$ cat config.mk
export PLATFORM = sky130hd
export DESIGN_NAME = nvcmd_seq_detect
export DESIGN_NICKNAME = d
export VERILOG_FILES = /design/src/rtl/nvcmd_pkg.sv /design/src/rtl/nvcmd_strobe.sv /design/src/rtl/nvcmd_matcher.sv /design/src/rtl/nvcmd_out.sv /design/src/rtl/nvcmd_seq_detect.sv
export SDC_FILE = /design/constraint.sdc
export NUM_CORES = 1
export LEC_CHECK = 0
export BUFFER_PORTS_ARGS = -buffer_cell sky130_fd_sc_hd__buf_2
export CORE_UTILIZATION = 43
export CTS_CLUSTER_SIZE = 14
export DETAILED_ROUTE_END_ITERATION = 6
export PLACE_DENSITY = 0.8
export SETUP_SLACK_MARGIN = 0.4
export SYNTH_ARGS = -nofsm -noshare
export SYNTH_HDL_FRONTEND = slang
export SYNTH_SLANG_ARGS = --single-unit
export TNS_END_PERCENT = 1
$ cat constraint.sdc
create_clock -name clk -period 2.16 [get_ports clk]
set_input_delay 0.648 -clock clk [delete_from_list [all_inputs] [get_ports clk]]
set_output_delay 0.648 -clock clk [all_outputs]
set_load 0.005 [all_outputs]
$ cat src/rtl/nvcmd_pkg.sv
package nvcmd_pkg;

    localparam int ADDR_W   = 17;
    localparam int SEQ_LEN  = 6;
    localparam int LAST_IDX = SEQ_LEN - 1;
    localparam int STEP_W   = $clog2(SEQ_LEN);

    localparam logic [ADDR_W-1:0] STORE_ADDR = 17'h08FC0;

    typedef enum logic [1:0] {
        CMD_NONE   = 2'd0,
        CMD_STORE  = 2'd1,
        CMD_RECALL = 2'd2
    } cmd_e;

    typedef struct packed {
        logic strobe;
        logic rd_now;
        logic wr_cyc;
    } bus_evt_t;

    // Expected address at each step; the last entry is the recall tail.
    function automatic logic [ADDR_W-1:0] seq_addr(input int idx);
        case (idx)
            0:       return 17'h04E38;
            1:       return 17'h0B1C7;
            2:       return 17'h083E0;
            3:       return 17'h07C1F;
            4:       return 17'h0703F;
            default: return 17'h04C63;
        endcase
    endfunction

endpackage

$ cat src/rtl/nvcmd_strobe.sv
module nvcmd_strobe
    import nvcmd_pkg::*;
(
    input  logic     clk,
    input  logic     rst,
    input  logic     ce_n,
    input  logic     oe_n,
    input  logic     we_n,
    output bus_evt_t evt
);
    logic rd_now;
    logic rd_prev_q;

    assign rd_now = !ce_n && !oe_n && we_n;

    always_ff @(posedge clk) begin
        if (rst) rd_prev_q <= 1'b0;
        else     rd_prev_q <= rd_now;
    end

    always_comb begin
        evt.rd_now = rd_now;
        evt.strobe = rd_now && !rd_prev_q;
        evt.wr_cyc = !ce_n && !we_n;
    end
endmodule

$ cat src/rtl/nvcmd_matcher.sv
module nvcmd_matcher
    import nvcmd_pkg::*;
#(
    parameter int AW = ADDR_W
) (
    input  logic          clk,
    input  logic          rst,
    input  bus_evt_t      evt,
    input  logic [AW-1:0] addr,
    output cmd_e          cmd
);
    logic [STEP_W-1:0] step_q, step_d;
    logic              hit_first;

    assign hit_first = (addr == AW'(seq_addr(0)));

    always_comb begin
        step_d = step_q;
        cmd    = CMD_NONE;
        if (evt.wr_cyc) begin
            step_d = '0;
        end else if (evt.strobe) begin
            if (step_q == STEP_W'(LAST_IDX)) begin
                if (addr == AW'(STORE_ADDR))
                    cmd = CMD_STORE;
                else if (addr == AW'(seq_addr(LAST_IDX)))
                    cmd = CMD_RECALL;
                if (cmd != CMD_NONE)
                    step_d = '0;
                else
                    step_d = hit_first ? STEP_W'(1) : '0;
            end else if (addr == AW'(seq_addr(int'(step_q)))) begin
                step_d = step_q + STEP_W'(1);
            end else begin
                step_d = hit_first ? STEP_W'(1) : '0;
            end
        end
    end

    always_ff @(posedge clk) begin
        if (rst) step_q <= '0;
        else     step_q <= step_d;
    end
endmodule

$ cat src/rtl/nvcmd_out.sv
module nvcmd_out
    import nvcmd_pkg::*;
(
    input  logic     clk,
    input  logic     rst,
    input  bus_evt_t evt,
    input  cmd_e     cmd,
    output logic     store_pls,
    output logic     recall_pls,
    output logic     dq_hiz
);
    always_ff @(posedge clk) begin
        if (rst) begin
            store_pls  <= 1'b0;
            recall_pls <= 1'b0;
            dq_hiz     <= 1'b0;
        end else begin
            store_pls  <= (cmd == CMD_STORE);
            recall_pls <= (cmd == CMD_RECALL);
            dq_hiz     <= evt.rd_now && (dq_hiz || cmd != CMD_NONE);
        end
    end
endmodule

$ cat src/rtl/nvcmd_seq_detect.sv
module nvcmd_seq_detect
    import nvcmd_pkg::*;
(
    input  logic              clk,
    input  logic              rst,
    input  logic              ce_n,
    input  logic              oe_n,
    input  logic              we_n,
    input  logic [ADDR_W-1:0] addr,
    output logic              store_pls_o,
    output logic              recall_pls_o,
    output logic              dq_hiz_o
);
    bus_evt_t evt;
    cmd_e     cmd;

    nvcmd_strobe u_strobe (
        .clk (clk), .rst (rst), .ce_n (ce_n), .oe_n (oe_n), .we_n (we_n),
        .evt (evt)
    );

    nvcmd_matcher #(.AW(ADDR_W)) u_match (
        .clk (clk), .rst (rst), .evt (evt), .addr (addr), .cmd (cmd)
    );

    nvcmd_out u_out (
        .clk (clk), .rst (rst), .evt (evt), .cmd (cmd),
        .store_pls (store_pls_o), .recall_pls (recall_pls_o), .dq_hiz (dq_hiz_o)
    );
endmodule

==> results.tsv <==
stage	metric	value	unit
run_status	outcome	finished with violations	
run_status	failing checks	negative setup slack	
clocking	# H-tree levels	1	
logic_synthesis	Post-Synthesis Cells	91	
global_route	initial antenna violation count	0	
timing	final hold slack	0.482	ns
timing	Worst Tran Pin Value	0.407	ns
clocking	Worst-Skew Late Latency	0.25	ns
critical_path	RR Startpoint	u_match.step_q[0]	
cells_and_area	area of the multi-input gates	622	um^2
clocking	Max clock buf depth	2	
timing	crit path time final	2.32	ns
place	HPWL after detailed placement	1620	um
critical_path	CP startpoint	u_match.step_q[0]	
logic_synthesis	Netlist cell types	36	
place	GP Congestion	0.904	
route	number of DRC markers in iteration 0	31	
critical_path	critical path class	flop to flop	
floorplanning	Die X-Extent	42.7	um
cells_and_area	layout cell share with drive strength beyond 1	0.508	
logic_synthesis	mapped cell area	711	um^2
route	routed len/inst	14.0	um
run	Max Cap Viol	0	
cells_and_area	Final #Nets	160	
critical_path	critical-path cell list	ha_4, or3_4, o21a_1, or4_4, a2111oi_4, a211o_1, a31oi_1	
timing	final hold vios	0	
logic_synthesis	syn_area_per_cell	7.81	um^2
route	vias per cell	5.86	
global_route	Overall Global Routing Usage	0.248	
critical_path	Slowest cell on crit path	or4_4	
clocking	CTS tree	done	
global_route	first-pass GRT wire length	3480	um
logic_synthesis	post-synth top area share	0.197	
place	placed cell area	998	um^2
timing	clock skew	0.00692	ns
global_route	GR Overflow Total	0	
cells_and_area	register area	149	um^2
power_and_ir_drop	power share of the clock group	0.381	
logic_synthesis	EDFF count, synth	0	
power_and_ir_drop	Sw Ratio	0.255	
timing	RSZ-0062 raised after global routing	true	
cells_and_area	area grow syn2layout	51.9	%
clocking	Clock transition at path regs	0.06	ns
logic_synthesis	Synth warnings	0	
clocking	CTS root buffer	clkbuf_4	
logic_synthesis	top_reg_cell synth	dfxtp_1	
power_and_ir_drop	Pwr Density	284	nW/um^2
critical_path	CP startpoint kind	flop	
route	ANT nets after route	0	
power_and_ir_drop	Internal Power	228	uW
place	port bufs	24	
power_and_ir_drop	Max VDD drop	0.313	mV
clocking	post-CTS setup repair buffer count	0	
floorplanning	# rows	14	
critical_path	crit-path leading delay family	compound AO/OA/AOI/OAI gates	
floorplanning	Starting Density	0.466	
critical_path	max incr delay on CP	0.43	ns
cells_and_area	n_diodes	0	
logic_synthesis	top cells by count, synth	nand2_1, nor2_1, dfxtp_1	
cells_and_area	Final Cell Area	1080	um^2
route	drt first pass iters	4	
floorplanning	Core ar.	1520	um^2
logic_synthesis	Async S/R FF share, synth	0	
timing	relative slew slack	0.729	
floorplanning	num ports	25	
worst_hold_path	worst hold start	u_out.dq_hiz	
power_and_ir_drop	Tot Pwr	307	uW
logic_synthesis	largest cells by area after synthesis	dfxtp_1, ha_1, nand2_1	
route	Routed WL	2080	um
logic_synthesis	cell taking the most area after synthesis	dfxtp_1	
floorplanning	Chip Height	42.7	um
clocking	cts hold-fix bufs	0	
worst_hold_path	Hold/Removal Path Class	flop to flop	
power_and_ir_drop	Sw Pwr	78.3	uW
clocking	Clock Sinks	7	
power_and_ir_drop	Gate power share	0.203	
critical_path	crit-path max FO	5	
logic_synthesis	register area share after synthesis	0.197	
critical_path	critical path arrival	2.44	ns
route	DRC viols	0	
power_and_ir_drop	Reg power frac	0.415	
timing	Setup WS post-layout	-0.157	ns
global_route	largest net degree at the start of global routing	8	
critical_path	Worst setup EP type	flop	
logic_synthesis	post-synthesis net count	118	
timing	setup violators final	3	
critical_path	WP buf/inv	0	
logic_synthesis	synthesis-stage register bit count	7	
clocking	Num CTS Buffers	3	
timing	crit share post-route	1.07	
timing	setup TNS	-0.411	ns
timing	Final Max Slew Viols	0	
route	vias	868	
timing	fmax	432	MHz
global_route	vias in the first global route	806	
floorplanning	die footprint	1820	um^2
power_and_ir_drop	Pleak	0.434	nW
critical_path	CP required	2.28	ns
cells_and_area	Filler Cell Count	137	
place	DP Worst Slack	-0.231	ns
==> area by class of cell <==
cell class                 instances  area share
clock buffer                       4      0.0243
inverter                           3      0.0127
sequential                         7       0.138
timing repair buffer              39       0.231
tap                               16      0.0185
multi-input combinational         79       0.576
==> sequential cells by signal, summed over array words and instances, names as in the netlist <==
| register | count |
|---|---|
| u_out.recall_pls | 1 |
| u_match.step_q | 3 |
| u_out.store_pls | 1 |
| u_strobe.rd_prev_q | 1 |
| u_out.dq_hiz | 1 |
==> path summary, 6_finish.rpt <==
path / end / slack (ns) / depth (start not counted)
worst min register to register: u_out.dq_hiz / 0.48 / 1
worst max register to register: u_match.step_q[0] / -0.16 / 7
worst max-delay path: u_match.step_q[0] / -0.16 / 7
worst min-delay path: u_out.dq_hiz / 0.48 / 1
==> cells by family after synthesis <==
| family | share of synthesized area |
|---|---|
| AO/OA/AOI/OAI | 0.211 |
| XOR/XNOR | 0.0616 |
| adder cells (fa/ha/maj) | 0.0880 |
| buffers and inverters | 0.0387 |
| flip-flops | 0.197 |
| multiplexers | 0.0141 |
| AND/OR/NAND/NOR | 0.389 |
==> layer usage <==
metal / vias to the layer above / track usage / part of all wire
li1: 427 / - / -
met1: 404 / 0.334 / 0.42
met2: 33 / 0.415 / 0.52
met3: 4 / 0.0128 / 0.051
met4: 0 / 0.0938 / 0.011
met5: - / 0 / 0
==> stage by stage <==
step / cells / util
floorplan: 91 / -
global route: 148 / 0.709
detailed placement: 144 / 0.655
CTS: 148 / 0.684
global placement: 144 / 0.655
finish: 148 / 0.709
==> power by group through the flow <==
stage	clock network, mW	logic (mW)	registers [mW]
after CTS	0.122	0.0565	0.127
after detailed placement	0	0.0556	0.131
after global placement	0	0.0533	0.131
final	0.117	0.0623	0.127
after floorplan	0	0.0205	0.131
after global routing	0.125	0.0677	0.127
==> cell usage in the layout, fill, tap and decap left out, types with 3 or more instances in the layout <==
cell type | netlist | layout
nand3_1 | 4 | 4
ha_4 | 0 | 3
nand2_1 | 9 | 9
or4_4 | 1 | 3
xor2_1 | 3 | 3
dfxtp_1 | 7 | 4
o21ai_0 | 3 | 3
clkbuf_4 | 0 | 3
buf_2 | 1 | 22
nand4_1 | 5 | 5
nor2_1 | 9 | 8
o21bai_1 | 4 | 4
buf_4 | 0 | 15
nor3_1 | 5 | 3
==> what timing repair did <==
item | in CTS | in global routing
resized for setup | 4 | 11
endpoints found under the setup margin | 6 | 6
pin swaps | 5 | 10
(Power assumes the default switching activity.)
